[config.mk]
export PLATFORM = sky130hd
export DESIGN_NAME = gpio_pad_bank
export DESIGN_NICKNAME = d
export VERILOG_FILES = /design/src/rtl/gpio_bank_pkg.sv /design/src/rtl/gpio_in_sync.sv /design/src/rtl/gpio_port_regs.sv /design/src/rtl/gpio_pad_drive.sv /design/src/rtl/gpio_pad_bank.sv
export SDC_FILE = /design/constraint.sdc
export NUM_CORES = 1
export LEC_CHECK = 0
export CORE_ASPECT_RATIO = 1.2
export CORE_MARGIN = 4
export CORE_UTILIZATION = 40
export CTS_CLUSTER_DIAMETER = 100
export DETAILED_ROUTE_END_ITERATION = 8
export GPL_TIMING_DRIVEN = 0
export PLACE_DENSITY = 0.77
export RECOVER_POWER = 50
export SLEW_MARGIN = 20
export SYNTH_ARGS = -nofsm -noshare
export SYNTH_HDL_FRONTEND = slang
export SYNTH_SLANG_ARGS = --single-unit
[constraint.sdc]
create_clock -name clk -period 2.15 [get_ports clk]
set_input_delay 0.215 -clock clk [delete_from_list [all_inputs] [get_ports clk]]
set_output_delay 0.215 -clock clk [all_outputs]
set_load 0.01 [all_outputs]
[src/rtl/gpio_bank_pkg.sv]
package gpio_bank_pkg;

    localparam int PINS_PER_PORT = 8;
    localparam int MODE_W        = 2 * PINS_PER_PORT;
    localparam int PORT_STRIDE   = 48;
    localparam int OFS_W         = $clog2(PORT_STRIDE);

    localparam logic [OFS_W-1:0] OFS_CTRL  = OFS_W'(8'h00);
    localparam logic [OFS_W-1:0] OFS_IN    = OFS_W'(8'h04);
    localparam logic [OFS_W-1:0] OFS_DOUT  = OFS_W'(8'h08);
    localparam logic [OFS_W-1:0] OFS_MODE  = OFS_W'(8'h0C);
    localparam logic [OFS_W-1:0] OFS_PUDIS = OFS_W'(8'h10);

    typedef enum logic [1:0] {
        MODE_INPUT       = 2'b00,
        MODE_PUSH_PULL   = 2'b01,
        MODE_OPEN_DRAIN  = 2'b10,
        MODE_OPEN_SOURCE = 2'b11
    } pin_mode_e;

    typedef struct packed {
        logic [PINS_PER_PORT-1:0] dout;
        logic [MODE_W-1:0]        mode;
        logic [PINS_PER_PORT-1:0] pudis;
    } port_cfg_t;

    typedef struct packed {
        logic out;
        logic oe;
    } pad_drv_t;

    function automatic pad_drv_t drive_of(pin_mode_e m, logic d);
        pad_drv_t r;
        case (m)
            MODE_PUSH_PULL:   begin r.out = d;    r.oe = 1'b1; end
            MODE_OPEN_DRAIN:  begin r.out = 1'b0; r.oe = ~d;   end
            MODE_OPEN_SOURCE: begin r.out = 1'b1; r.oe = d;    end
            default:          begin r.out = 1'b0; r.oe = 1'b0; end
        endcase
        return r;
    endfunction

endpackage

[src/rtl/gpio_in_sync.sv]
module gpio_in_sync #(
    parameter int WIDTH = 8
) (
    input  logic             clk,
    input  logic             rst,
    input  logic [WIDTH-1:0] d,
    output logic [WIDTH-1:0] q
);
    logic [WIDTH-1:0] stage1;

    always_ff @(posedge clk) begin
        if (rst) begin
            stage1 <= '0;
            q      <= '0;
        end else begin
            stage1 <= d;
            q      <= stage1;
        end
    end
endmodule

[src/rtl/gpio_port_regs.sv]
module gpio_port_regs
    import gpio_bank_pkg::*;
(
    input  logic             clk,
    input  logic             rst,
    input  logic             wr_en,
    input  logic [OFS_W-1:0] ofs,
    input  logic [15:0]      wdata,
    output port_cfg_t        cfg
);
    always_ff @(posedge clk) begin
        if (rst) begin
            cfg <= '0;
        end else if (wr_en) begin
            case (ofs)
                OFS_DOUT:  cfg.dout  <= wdata[PINS_PER_PORT-1:0];
                OFS_MODE:  cfg.mode  <= wdata[MODE_W-1:0];
                OFS_PUDIS: cfg.pudis <= wdata[PINS_PER_PORT-1:0];
                default:   ;
            endcase
        end
    end
endmodule

[src/rtl/gpio_pad_drive.sv]
module gpio_pad_drive
    import gpio_bank_pkg::*;
(
    input  port_cfg_t                cfg,
    output logic [PINS_PER_PORT-1:0] pad_out,
    output logic [PINS_PER_PORT-1:0] pad_oe,
    output logic [PINS_PER_PORT-1:0] pad_pu_en
);
    for (genvar b = 0; b < PINS_PER_PORT; b++) begin : g_pin
        pad_drv_t drv;
        assign drv          = drive_of(pin_mode_e'(cfg.mode[2*b +: 2]), cfg.dout[b]);
        assign pad_out[b]   = drv.out;
        assign pad_oe[b]    = drv.oe;
        assign pad_pu_en[b] = ~cfg.pudis[b];
    end
endmodule

[src/rtl/gpio_pad_bank.sv]
module gpio_pad_bank
    import gpio_bank_pkg::*;
#(
    parameter int NUM_PORTS  = 7,
    parameter int VERSION_ID = 3,
    parameter int ADDR_W     = 10
) (
    input  logic                               clk,
    input  logic                               rst,
    input  logic                               bus_sel,
    input  logic                               bus_wr,
    input  logic [ADDR_W-1:0]                  bus_addr,
    input  logic [31:0]                        bus_wdata,
    output logic [31:0]                        bus_rdata,
    input  logic [NUM_PORTS*PINS_PER_PORT-1:0] pad_in,
    output logic [NUM_PORTS*PINS_PER_PORT-1:0] pad_out,
    output logic [NUM_PORTS*PINS_PER_PORT-1:0] pad_oe,
    output logic [NUM_PORTS*PINS_PER_PORT-1:0] pad_pu_en,
    output logic                               ctl_clk_req,
    output logic                               ctl_sync_sel
);
    localparam int NPINS = NUM_PORTS * PINS_PER_PORT;
    localparam logic [6:0] CORES_FIELD = 7'(NUM_PORTS);
    localparam logic [6:0] VER_FIELD   = 7'(VERSION_ID);

    logic             rd_req, wr_req, ctrl_hit;
    logic [1:0]       ctrl_q;
    logic [31:0]      ctrl_word, rd_mux;
    logic [NPINS-1:0] sync_in;
    port_cfg_t        cfg     [NUM_PORTS];
    logic [31:0]      port_rd [NUM_PORTS];
    logic             unused_wdata_hi;

    assign rd_req          = bus_sel && !bus_wr;
    assign wr_req          = bus_sel && bus_wr;
    assign ctrl_hit        = (bus_addr == '0);
    assign unused_wdata_hi = ^bus_wdata[31:16];

    // shared control word
    always_ff @(posedge clk) begin
        if (rst)                     ctrl_q <= '0;
        else if (wr_req && ctrl_hit) ctrl_q <= bus_wdata[1:0];
    end
    assign ctl_clk_req  = ctrl_q[0];
    assign ctl_sync_sel = ctrl_q[1];
    assign ctrl_word    = {16'h0, CORES_FIELD, VER_FIELD, ctrl_q};

    gpio_in_sync #(.WIDTH(NPINS)) u_sync (
        .clk (clk),
        .rst (rst),
        .d   (pad_in),
        .q   (sync_in)
    );

    for (genvar p = 0; p < NUM_PORTS; p++) begin : g_port
        localparam logic [ADDR_W-1:0] LO = ADDR_W'(p * PORT_STRIDE);
        logic [ADDR_W-1:0] rel;
        logic              hit;
        logic [OFS_W-1:0]  port_ofs;
        logic [31:0]       rd_word;

        assign rel      = bus_addr - LO;
        assign hit      = rel < ADDR_W'(PORT_STRIDE);
        assign port_ofs = rel[OFS_W-1:0];

        gpio_port_regs u_regs (
            .clk   (clk),
            .rst   (rst),
            .wr_en (wr_req && hit),
            .ofs   (port_ofs),
            .wdata (bus_wdata[15:0]),
            .cfg   (cfg[p])
        );

        gpio_pad_drive u_drv (
            .cfg       (cfg[p]),
            .pad_out   (pad_out[p*PINS_PER_PORT +: PINS_PER_PORT]),
            .pad_oe    (pad_oe[p*PINS_PER_PORT +: PINS_PER_PORT]),
            .pad_pu_en (pad_pu_en[p*PINS_PER_PORT +: PINS_PER_PORT])
        );

        always_comb begin
            rd_word = '0;
            if (hit) begin
                case (port_ofs)
                    OFS_IN:    rd_word[PINS_PER_PORT-1:0] = sync_in[p*PINS_PER_PORT +: PINS_PER_PORT];
                    OFS_DOUT:  rd_word[PINS_PER_PORT-1:0] = cfg[p].dout;
                    OFS_MODE:  rd_word[MODE_W-1:0]        = cfg[p].mode;
                    OFS_PUDIS: rd_word[PINS_PER_PORT-1:0] = cfg[p].pudis;
                    default:   rd_word = '0;
                endcase
            end
        end
        assign port_rd[p] = rd_word;

        for (genvar b = 0; b < PINS_PER_PORT; b++) begin : g_chk
            localparam int I = p * PINS_PER_PORT + b;
            logic [1:0] m;
            assign m = cfg[p].mode[2*b +: 2];


            input_no_drive_chk: assert property (@(posedge clk) disable iff (rst)
                (m == MODE_INPUT) |-> !pad_oe[I]);

            open_drain_low_chk: assert property (@(posedge clk) disable iff (rst)
                (m == MODE_OPEN_DRAIN) |-> !pad_out[I]);

            open_source_high_chk: assert property (@(posedge clk) disable iff (rst)
                (m == MODE_OPEN_SOURCE) |-> pad_out[I]);
        end
    end

    always_comb begin
        rd_mux = ctrl_hit ? ctrl_word : '0;
        for (int p = 0; p < NUM_PORTS; p++) rd_mux |= port_rd[p];
    end

    always_ff @(posedge clk) begin
        if (rst)         bus_rdata <= '0;
        else if (rd_req) bus_rdata <= rd_mux;
        else             bus_rdata <= '0;
    end


    reset_quiet_chk: assert property (@(posedge clk)
        rst |=> (pad_oe == '0 && pad_pu_en == '1));

    idle_rdata_zero_chk: assert property (@(posedge clk) disable iff (rst)
        !rd_req |=> (bus_rdata == '0));

    ctrl_ro_fields_chk: assert property (@(posedge clk) disable iff (rst)
        (rd_req && ctrl_hit) |=> (bus_rdata[15:2] == {CORES_FIELD, VER_FIELD}));
endmodule

==> impl_results.rst, run 1 <==
.. list-table::
   :header-rows: 1

   * - Metric
     - Value
   * - Largest vdd supply drop
     - 506 uV
   * - Hold Path Stages
     - 2
   * - Routed vias
     - roughly 15k
   * - Horizontal die dimension
     - 190 um
   * - Outcome
     - finished, final reports clean
   * - DIE HEIGHT
     - 226 um
   * - Post-synth ARST share
     - 0%
   * - Static leakage power
     - ~7.8 nW
   * - Leading cell type in the layout, fill and taps excluded
     - dfxtp_1
   * - Die Outline Area
     - 42900 um^2
   * - WHS
     - 0.229 ns
   * - Count of cell types in the netlist
     - 71
   * - Routed WL per cell
     - ~23 um
   * - Period Utilization, post-route
     - 99.6%
   * - Root Driver
     - clkbuf_16
   * - Peak fanout along the critical path
     - 10
   * - First-pass GRT wire length
     - between 80000 and 90000 um
   * - Area of the core region
     - between 30000 and 40000 um^2
   * - Worst Skew
     - around 0.010 ns
   * - I/O Buffers
     - 270
   * - Initial standard-cell utilization of the core
     - 40.7%
   * - Req. time, crit path
     - approximately 2.6 ns
   * - Power Internal
     - ~11 mW
   * - EDFF count, synth
     - 0
   * - Layout Area Growth over Synthesis
     - 34.9%
   * - Slew at the pin closest to its max-slew limit
     - 1.19 ns
   * - Clock transition at the registers of the reported paths
     - 0.06 ns
   * - Final critical-path required period
     - 2.14 ns
   * - Final total power
     - 14.2 mW
   * - Number of placement rows
     - 79
   * - Pwr dens
     - 664 nW/um^2
   * - Worst hold path type
     - in -> reg
   * - Antenna violation net count after detailed routing
     - 0
   * - Max H-tree Level
     - 2
   * - Avg Synthesized Cell Area
     - 9.10 um^2
   * - Register area share after synthesis
     - 44.7%
   * - Setup Crit Path Kind
     - in -> reg
   * - Overall routing resource usage
     - 27.9%
   * - Cell count of the worst reg-to-reg path
     - 6
   * - Arrival time at the worst endpoint
     - 2.60 ns
   * - # setup viols final
     - 0
   * - Mapped cell area
     - 15900 um^2
   * - Layout cells sized above 1
     - 13.9%
   * - R2r setup slk
     - 0.36 ns
   * - Num CTS Buffers
     - 37
   * - Maximum number of pins on one net before global-route repair
     - 16
   * - Count of clock tree sinks
     - roughly 350
   * - Number of nets in the layout
     - 2209
   * - Part of the total power dissipated in sequential elements
     - 47.1%
   * - Crit path capture type
     - flop
   * - Worst slew slack as a fraction of its limit
     - 20.5%
   * - Via count of the first global-routing pass
     - approximately 14k
   * - # fillers
     - 3491
   * - Overflow after GRT
     - 0
   * - Final Hold Vio Count
     - 0
   * - Post-Route WL
     - about 62000 um
   * - Flip-flop and latch count after synthesis
     - between 300 and 400
   * - Maximum operating frequency
     - 467 MHz
   * - Source-to-sink clock delay at the later pin of the worst-skew pair
     - between 0.5 and 0.6 ns
   * - IO Count
     - just over 300
   * - TritonCTS clock tree
     - done
   * - Synthesized netlist cell count
     - 1744
   * - Vias/cell
     - roughly 5.5
   * - First-pass iteration count of the detailed router
     - 6
   * - DP Wirelength
     - 47100 um
   * - Most instantiated flip-flop cell in the synthesis netlist
     - dfxtp_1
   * - Part of the total power dissipated in the clock network
     - 46.5%
   * - Worst setup SP type
     - input port
   * - Longest Clk Path Bufs
     - 3
   * - Diode count
     - 0
   * - Routability-driven placement congestion ratio
     - 1.03
   * - Switching part of the total power
     - 24.1%
   * - Comb power frac
     - 6.5%
   * - Antenna violations before repair
     - 0
   * - Power spent charging and discharging nets
     - 3.43 mW
   * - Leading cell types in the layout, fill and taps excluded
     - 353 x dfxtp_1, 185 x clkdlybuf4s50_1, 183 x nand2_1
   * - Yosys warning total
     - 0
   * - Number of design rule violations left after detail routing
     - 0
   * - Number of maximum-capacitance violations
     - 0
   * - Drt initial violations
     - 1646
   * - Number of pins with negative max-slew slack in the final report
     - 0
-- per-layer routing --
layer,up-vias,wire [um],track usage (%),share of wire (%)
met5,-,0,0,0
met4,0,3490,13.6,5.6
met3,178,5280,4.28,8.5
met2,892,28500,45.0,46
met1,6936,25000,36.6,40
li1,6658,-,-,-
-- area by class of cell --
type	count	area, um^2	share of cell area (%)
clock inverters	23	234	1.09
clock buffers	44	1010	4.73
inverters	59	221	1.04
multi-input cells	1220	8390	39.2
repair buffers	309	3060	14.3
well taps	526	658	3.08
flip-flops and latches	354	7090	33.1
plain buffers	122	736	3.44
-- synth_stat cells, drive strengths merged (3+ instances only) --
cell type	instances	area share, %
dfxtp	354	45
nand2	189	4.5
nor2	179	4.3
mux2i	156	9.8
nor2b	116	4.6
a21oi	91	2.9
clkbuf	75	1.8
inv	59	1.4
nand2b	59	2.3
o21a	57	2.7
xnor2	56	3.1
buf	51	2.0
a22oi	46	2.2
a22o	41	2.3
mux2	21	1.5
o21ai	20	0.63
a221oi	17	0.94
nor3	16	0.92
nand3	15	0.60
and2	12	0.47
o22ai	12	0.47
o31a	9	0.50
o2bb2ai	8	0.44
o2111ai	7	0.39
o211ai	7	0.33
a21o	5	0.24
and3	5	0.20
nor4b	5	0.45
a21boi	4	0.19
ha	4	0.32
nand4	4	0.16
nor3b	4	0.22
nor4	4	0.44
a222oi	3	0.19
or4b	3	0.19
-- path summary, 6_finish.rpt --
kind                                               from                      endpoint
setup / recovery                            bus_addr[4]       bus_rdata[0]$_SDFF_PP0_
hold / removal                               pad_in[15]  u_sync.stage1[15]$_SDFF_PP0_
setup reg to reg  g_port[0].u_regs.cfg[11]$_SDFFE_PP0P_       bus_rdata[3]$_SDFF_PP0_
hold reg to reg            u_sync.stage1[26]$_SDFF_PP0_       u_sync.q[26]$_SDFF_PP0_
-- power by group through the flow --
stage / clock [mW] / combinational, mW / sequential [mW]
after floorplan: 0 / 0.419 / 6.82
after global placement: 0 / 0.831 / 6.83
after detailed placement: 0 / 0.840 / 6.83
after CTS: 6.66 / 0.889 / 6.69
after global routing: 6.94 / 0.951 / 6.69
final: 6.60 / 0.916 / 6.69
-- critical path: stages --
cell	delay, ns
dlygate4sd2_1	0.35
buf_4	0.24
nand2_1	0.23
o41a_1	0.44
buf_4	0.17
a2111oi_4	0.20
buf_6	0.20
o21ai_1	0.16
o2111ai_2	0.15
o31a_1	0.22
-- stage by stage --
| step | cell area [um^2] | utilization [%] | TNS, ns | cells | worst slack, ns |
|---|---|---|---|---|---|
| 2_1_floorplan | 16000 | - | 0 | 1759 | 0.00457 |
| 3_3_place_gp | 19300 | 49.6 | -270.75 | 2555 | -1.48 |
| 3_5_place_dp | 19300 | 49.6 | -280.33 | 2555 | -1.51 |
| 4_1_cts | 21300 | 54.8 | 0 | 2654 | 0.00237 |
| 5_1_grt | 21400 | 54.9 | -0.107 | 2657 | -0.0186 |
| 6_report | 21400 | 54.9 | 0 | 2657 | 0.00813 |
-- what timing repair did --
action / 4_1_cts / 5_1_grt
hold endpoints to repair: 0 / 0
endpoints found under the setup margin: 245 / 226
hold buffers: 0 / 0
buffers inserted: 33 / 4
resized for setup: 141 / 34
pin swaps: 24 / 3
cloned: 2 / 0
-- cell families after synthesis --
kind of cell / after synthesis / synth area share [%]
other cells: 1 / 0.0236
flops: 354 / 44.7
compound gates: 343 / 15.4
fa+ha+maj: 4 / 0.315
xor+xnor: 58 / 3.20
mux: 177 / 11.3
buf+inv: 185 / 5.13
simple gates: 622 / 19.9
-- state kept, by name, indices dropped and copies added (netlist names) --
signal and flops:
bus_rdata 16, ctrl_q 2, g_port.u_regs.cfg 224, u_sync.stage1 56, u_sync.q 56
Power figures use the tool's default switching activity.
==> inputs of run 2 (changes only) <==
--- a/config.mk
+++ b/config.mk
@@ -11,9 +11,9 @@
 export CTS_CLUSTER_DIAMETER = 100
 export DETAILED_ROUTE_END_ITERATION = 8
 export GPL_TIMING_DRIVEN = 0
-export PLACE_DENSITY = 0.77
-export RECOVER_POWER = 50
+export PLACE_DENSITY = 0.75
 export SLEW_MARGIN = 20
 export SYNTH_ARGS = -nofsm -noshare
 export SYNTH_HDL_FRONTEND = slang
+export SYNTH_HIERARCHICAL = 1
 export SYNTH_SLANG_ARGS = --single-unit
==> run 2 against run 1 <==
Compared with the run above:
- highest routed layer is now met5
- critical endpoint is now bus_rdata[3]$_SDFF_PP0_
- the run now ends with setup timing left
- die area is 14% higher
- via count is 1.2% higher
- non-clock buffer count shrank 21
- synthesized area grew 15%
==> impl_results.rst, run 2 <==
.. list-table::
   :header-rows: 1

   * - Metric
     - Value
   * - DP Wirelength
     - 49400 um
   * - Routability-driven placement congestion ratio
     - roughly 0.93
   * - Arrival time at the worst endpoint
     - roughly 2.6 ns
   * - IO Count
     - around 300
   * - Area taken by multi-input logic gates
     - around 11000 um^2
   * - Post-route core utilization
     - roughly 53%
   * - TritonCTS clock tree
     - done
   * - Most instantiated cells after synthesis
     - 354 x dfxtp_1, 345 x nand2b_1, 242 x mux2i_1
   * - Regs by FF count
     - g_port.u_regs/cfg (224), u_sync/q (56), u_sync/stage1 (56)
   * - Pre-CTS setup slack
     - -2.60 ns
   * - Setup TNS after final layout
     - -0.0475 ns
   * - Violated checks
     - setup timing
   * - # fillers
     - 4031
   * - Number of design rule violations left after detail routing
     - 0
   * - Final Hold Vio Count
     - 0
   * - Source-to-sink clock delay at the later pin of the worst-skew pair
     - approximately 0.56 ns
   * - Setup Crit Path Kind
     - in -> reg
   * - Antenna violation net count after detailed routing
     - 0
   * - Number of pins with negative max-slew slack in the final report
     - 0
   * - Most area-hungry cell type in the Yosys netlist
     - dfxtp_1
   * - Most instantiated library cell after synthesis
     - dfxtp_1
   * - Final critical-path required period
     - between 2 and 2.5 ns
   * - Overall routing resource usage
     - a little over a quarter
   * - First-pass iteration count of the detailed router
     - 7
   * - Maximum operating frequency
     - 455 MHz
   * - Leading cell types in the layout, fill and taps excluded
     - 353 x dfxtp_1, 341 x nand2b_1, 260 x clkdlybuf4s50_1
   * - Number of nets in the layout
     - ~2.3k
   * - Worst slew slack as a fraction of its limit
     - 28.3%
   * - Diode count
     - 0
   * - # hold bufs at CTS
     - 0
   * - Max reg flops
     - 224
   * - # setup viols final
     - 1
   * - Dominant cells by area after synthesis
     - dfxtp_1 39%, mux2i_1 13%, nand2b_1 12%
   * - First-pass GRT wire length
     - 97100 um
   * - Final total power
     - 15.0 mW
   * - Most instantiated flip-flop cell in the synthesis netlist
     - dfxtp_1
   * - Number of maximum-capacitance violations
     - 0
   * - Area of the core region
     - approximately 45000 um^2
   * - Horizontal die dimension
     - 203 um
   * - Critical path's largest stage delay
     - 0.62 ns
   * - Number of placement rows
     - 85
   * - Static leakage power
     - 9.01 nW
   * - Layout cells sized above 1
     - 18.0%
   * - Final worst setup slack
     - -0.0475 ns
   * - Worst Skew
     - 0.0182 ns
   * - Outcome
     - finished with violations
   * - Synthesized netlist cell count
     - 1778
   * - I/O Buffers
     - roughly 270
   * - Maximum number of pins on one net before global-route repair
     - 29
   * - Period Utilization, post-route
     - 102%
   * - Vias/cell
     - 5.34
   * - Routed WL per cell
     - 24.2 um
   * - Routed vias
     - 14.8k
   * - Die Outline Area
     - 49100 um^2
   * - DP Area
     - roughly 22000 um^2
   * - Clock transition at the registers of the reported paths
     - 0.06 ns
   * - Register area share after synthesis
     - between 30% and 40%
   * - Via count of the first global-routing pass
     - 15.1k
   * - Yosys warning total
     - 6
   * - Slew at the pin closest to its max-slew limit
     - approximately 1.1 ns
   * - Flip-flop and latch count after synthesis
     - 354
   * - Drt initial violations
     - roughly 1.2k
   * - Worst setup SP type
     - input port
   * - Peak fanout along the critical path
     - 25
   * - Crit path capture type
     - flop
   * - Worst hold path type
     - in -> reg
   * - Layout Area Growth over Synthesis
     - 31.3%
   * - Crit path max-delay cell type
     - a222oi_1
   * - Sequential Area
     - 7090 um^2
   * - Overflow after GRT
     - 0
   * - Num CTS Buffers
     - 39
   * - Most prevalent standard cell on the critical path
     - buf_6
   * - Kind of cell with the highest combined delay on the critical path
     - compound AO/OA/AOI/OAI gates
   * - Cells traversed along the worst timing path
     - buf_6 > buf_6 > buf_6 > mux2_2 > a222oi_1 > nor2_1 > a2111oi_2 > a31oi_1
   * - DIE HEIGHT
     - 242 um
   * - Pwr dens
     - 626 nW/um^2
   * - Avg Synthesized Cell Area
     - 10.3 um^2
   * - Mapped cell area
     - 18300 um^2
   * - Initial standard-cell utilization of the core
     - 40.6%
   * - Root Driver
     - clkbuf_16
   * - Largest vdd supply drop
     - ~460 uV
   * - Max H-tree Level
     - 2
   * - Post-Route WL
     - ~67000 um
   * - Count of clock tree sinks
     - between 300 and 400
   * - Unrepaired setup endpoints after global routing
     - yes
   * - EDFF count, synth
     - 0
   * - Req. time, crit path
     - about 2.5 ns
   * - Leading cell type in the layout, fill and taps excluded
     - dfxtp_1
   * - Post-route design area
     - approximately 24000 um^2
   * - Count of cell types in the netlist
     - 63
   * - Area share of the leading cell type in the synthesized netlist
     - about 39%
   * - Post-synth ARST share
     - 0%
   * - Register containing the most flip-flops in the final layout
     - g_port.u_regs/cfg
   * - Antenna violations before repair
     - 1
   * - Crit path buf inv count
     - 3
   * - Longest Clk Path Bufs
     - 3
run 2: per-stage QoR:
step | hold WS, ns | cells
after CTS | 0.0973 | 2760
after global placement | 0.417 | 2673
after global routing | 0.163 | 2777
final | 0.161 | 2777
after detailed placement | 0.420 | 2673
after floorplan | 0.287 | 1793
run 2: path summary, 6_finish.rpt:
check | cells after the start | from | slack (ns) | endpoint
min reg2reg | 1 | u_sync/stage1[37]$_SDFF_PP0_ | 0.43 | u_sync/q[37]$_SDFF_PP0_
max | 8 | bus_addr[3] | -0.05 | bus_rdata[3]$_SDFF_PP0_
max reg2reg | 5 | g_port[2].u_regs/cfg[11]$_SDFFE_PP0P_ | 0.01 | bus_rdata[3]$_SDFF_PP0_
min | 3 | bus_addr[3] | 0.16 | g_port[2].u_regs/cfg[31]$_SDFFE_PP0P_
run 2: cell type report:
type / count / area share, %
timing repair buffer: 306 / 12.7
sequential: 354 / 29.6
clock buffer: 54 / 4.65
multi-input combinational: 1274 / 44.8
buffer: 104 / 3.08
inverter: 60 / 0.981
clock inverter: 16 / 1.04
tap: 609 / 3.18
run 2: power by group:
group	switching [mW]	internal, mW	total (mW)	leakage [nW]
Clock	2.81	4.35	7.17	0.665
Combinational	0.661	0.482	1.14	5.47
Sequential	0.0296	6.66	6.69	2.88
Total	3.50	11.5	15.0	9.01
run 2: cells by family after synthesis:
family | count (synthesis) | synth area share [%]
fa+ha+maj | 12 | 0.823
other cells | 1 | 0.0205
xor+xnor | 59 | 5.13
flops | 354 | 38.8
buf+inv | 165 | 5.15
compound gates | 271 | 10.6
mux | 247 | 13.6
simple gates | 669 | 25.8
run 2: worst min-delay path: stages:
cell     delay, ns
buf_6         0.17
nand3_4       0.18
mux2i_1       0.09
run 2: metal layers:
layer / routed length [um] / vias up / GRT usage (%)
li1: - / 6789 / -
met1: 26300 / 7205 / 31.5
met2: 31800 / 656 / 43.9
met3: 5010 / 187 / 5.28
met4: 3950 / 2 / 13.1
met5: 11 / - / 0
run 2: timing repair:
| item | CTS | global route |
|---|---|---|
| resized for setup | 92 | 51 |
| setup buffers | 17 | 18 |
| pin swaps | 15 | 16 |
| gates cloned | 0 | 0 |
| setup endpoints to repair | 242 | 158 |
==> inputs of run 3 (changes only) <==
--- a/config.mk
+++ b/config.mk
@@ -6,7 +6,7 @@
 export NUM_CORES = 1
 export LEC_CHECK = 0
 export CORE_ASPECT_RATIO = 1.2
-export CORE_MARGIN = 4
+export CORE_MARGIN = 5
 export CORE_UTILIZATION = 40
 export CTS_CLUSTER_DIAMETER = 100
 export DETAILED_ROUTE_END_ITERATION = 8
==> run 3 against run 2 <==
Compared with the run above:
- the run still ends with setup timing left
- combinational power about the same
- final cell count decreased by 0.29%
- clock power decreased by 6.1%
- worst hold slack got worse by 0.025 ns
- power decreased by 3.1%
- final area decreased by 1.1%
- die area increased by 1.8%
- flip-flop and latch count unchanged
- via count about the same
- register-to-register slack got worse by 0.05 ns
==> impl_results.rst, run 3 (same netlist as run 2, synthesis figures left out) <==
.. list-table::
   :header-rows: 1

   * - Metric
     - Value
   * - # fillers
     - 4020
   * - Antenna violation net count after detailed routing
     - 0
   * - Number of placement rows
     - 85
   * - Crit path max-delay cell type
     - a222oi_1
   * - DP Area
     - between 20000 and 25000 um^2
   * - Min-Delay Startpoint
     - bus_addr[4]
   * - Number of pins with negative max-slew slack in the final report
     - 0
   * - Source-to-sink clock delay at the later pin of the worst-skew pair
     - 0.54 ns
   * - Worst setup SP type
     - flop
   * - Layout cells sized above 1
     - between 15 and 20%
   * - Post-Route WL
     - between 60000 and 70000 um
   * - Area of the core region
     - 45000 um^2
   * - Die Outline Area
     - 50000 um^2
   * - First-pass iteration count of the detailed router
     - 7
   * - Drt initial violations
     - 1118
   * - Crit path capture type
     - flop
   * - Clock transition at the registers of the reported paths
     - 0.06 ns
   * - Cells traversed along the worst timing path
     - mux2_2 > a222oi_1 > o22ai_1 > a221oi_2 > a31oi_1
   * - Regs by FF count
     - g_port.u_regs/cfg (224), u_sync/q (56), u_sync/stage1 (56)
   * - Largest vdd supply drop
     - 485 uV
   * - IO Count
     - slightly above 300
   * - Cell count along the critical path
     - 5
   * - Max reg flops
     - 224
   * - Min-Delay Endpoint
     - g_port[2].u_regs/cfg[7]$_SDFFE_PP0P_
   * - WHS
     - 0.136 ns
   * - Setup Crit Path Kind
     - reg -> reg
   * - Worst Skew
     - 0.0135 ns
   * - R2r setup slk
     - -0.04 ns
   * - Outcome
     - finished with violations
   * - Static leakage power
     - 8.92 nW
   * - # setup viols final
     - 3
   * - Final worst setup slack
     - -0.0386 ns
   * - Violated checks
     - setup timing
   * - First-pass GRT wire length
     - 96900 um
   * - Longest Clk Path Bufs
     - 3
   * - Max H-tree Level
     - 2
   * - Horizontal die dimension
     - 205 um
   * - DIE HEIGHT
     - 244 um
   * - Final critical-path required period
     - 2.19 ns
   * - Register containing the most flip-flops in the final layout
     - g_port.u_regs/cfg
   * - Arrival time at the worst endpoint
     - between 2 and 3 ns
   * - Routability-driven placement congestion ratio
     - slightly above 0.9
   * - Overall routing resource usage
     - about a quarter
   * - Post-route core utilization
     - around 53%
   * - Post-route design area
     - 23700 um^2
   * - Peak fanout along the critical path
     - 4
   * - Routed vias
     - 14.8k
   * - Critical path's largest stage delay
     - 0.47 ns
   * - # hold bufs at CTS
     - 0
   * - Hold Path Stages
     - 3
   * - Routed WL per cell
     - approximately 24 um
   * - Maximum operating frequency
     - 457 MHz
   * - TritonCTS clock tree
     - done
   * - Leading cell type in the layout, fill and taps excluded
     - dfxtp_1
   * - Crit path buf inv count
     - 0
   * - CP startpoint
     - g_port[2].u_regs/cfg[13]$_SDFFE_PP0P_
   * - Number of nets in the layout
     - 2247
   * - Root Driver
     - clkbuf_16
   * - Overflow after GRT
     - 0
   * - Antenna violations before repair
     - 0
   * - Number of design rule violations left after detail routing
     - 0
   * - Diode count
     - 0
   * - Layout Area Growth over Synthesis
     - 29.9%
   * - I/O Buffers
     - 271
   * - DP Wirelength
     - slightly below 50000 um
   * - Reg2reg end
     - bus_rdata[5]$_SDFF_PP0_
   * - Number of maximum-capacitance violations
     - 0
   * - Pwr dens
     - a little over 600 nW/um^2
   * - Maximum number of pins on one net before global-route repair
     - 29
   * - Setup TNS after final layout
     - -0.0897 ns
   * - Req. time, crit path
     - 2.53 ns
   * - Kind of cell with the highest combined delay on the critical path
     - compound AO/OA/AOI/OAI gates
   * - Via count of the first global-routing pass
     - 15.0k
   * - Worst slew slack as a fraction of its limit
     - 28.0%
   * - Slew at the pin closest to its max-slew limit
     - ~1.1 ns
   * - Worst hold path type
     - in -> reg
   * - Num CTS Buffers
     - 39
   * - Period Utilization, post-route
     - 102%
   * - Final Hold Vio Count
     - 0
   * - Unrepaired setup endpoints after global routing
     - yes
   * - Cell count of the worst reg-to-reg path
     - 5
   * - Leading cell types in the layout, fill and taps excluded
     - 353 x dfxtp_1, 344 x nand2b_1, 260 x clkdlybuf4s50_1
   * - Launching point of the worst reg2reg path
     - g_port[2].u_regs/cfg[13]$_SDFFE_PP0P_
   * - Vias/cell
     - 5.36
   * - Count of clock tree sinks
     - 354
   * - Final total power
     - 14.5 mW
   * - Initial standard-cell utilization of the core
     - between 40% and 50%
[run 3: routing by layer]
metal / track usage [%] / share of wire, % / up-vias
met2: 42.7 / 47 / 717
met5: 0 / 0 / -
met4: 12.5 / 5.8 / 0
li1: - / - / 6782
met3: 5.51 / 8.3 / 178
met1: 31.8 / 39 / 7152
[run 3: layout make-up]
cell class                 count  area (um^2)  area share (%)
sequential                   354         7090            29.9
clock buffer                  52         1080            4.58
timing repair buffer         299         2990            12.6
clock inverter                16          189           0.797
buffer                       105          757            3.19
multi-input combinational   1274        10600            44.7
tap                          609          762            3.21
inverter                      60          235           0.992
[run 3: power breakdown]
group | total (mW) | switching, mW | leakage, nW | internal [mW]
clock network | 6.73 | 2.70 | 0.629 | 4.02
registers | 6.68 | 0.0285 | 2.88 | 6.66
logic | 1.12 | 0.646 | 5.42 | 0.476
[run 3: worst max path at each step]
stage	endpoint	slack (ns)
finish	bus_rdata[5]$_SDFF_PP0_	-0.04
floorplan	g_port[2].u_regs/cfg[13]$_SDFFE_PP0P_	-0.04
global placement	bus_rdata[0]$_SDFF_PP0_	-2.72
CTS	bus_rdata[6]$_SDFF_PP0_	0.002
detailed placement	bus_rdata[4]$_SDFF_PP0_	-2.53
global route	bus_rdata[0]$_SDFF_PP0_	-0.05
[run 3: stage by stage]
stage | instances | setup slack [ns]
after floorplan | 1793 | -0.0366
after global placement | 2673 | -2.72
final | 2769 | -0.0386
after detailed placement | 2673 | -2.53
after global routing | 2769 | -0.0457
after CTS | 2757 | 0.00210
[run 3: timing repair]
action                                  CTS  global route
endpoints found under the setup margin  242            97
setup buffers                            16            11
gates resized for setup                  94            29
pin swaps                                15            13
cloned                                    0             1
[run 3: worst register-to-register path, stage by stage (launching register included)]
cell and delay (ns):
dfxtp_1 0.37, mux2_2 0.29, a222oi_1 0.47, o22ai_1 0.27, a221oi_2 0.45, a31oi_1 0.19
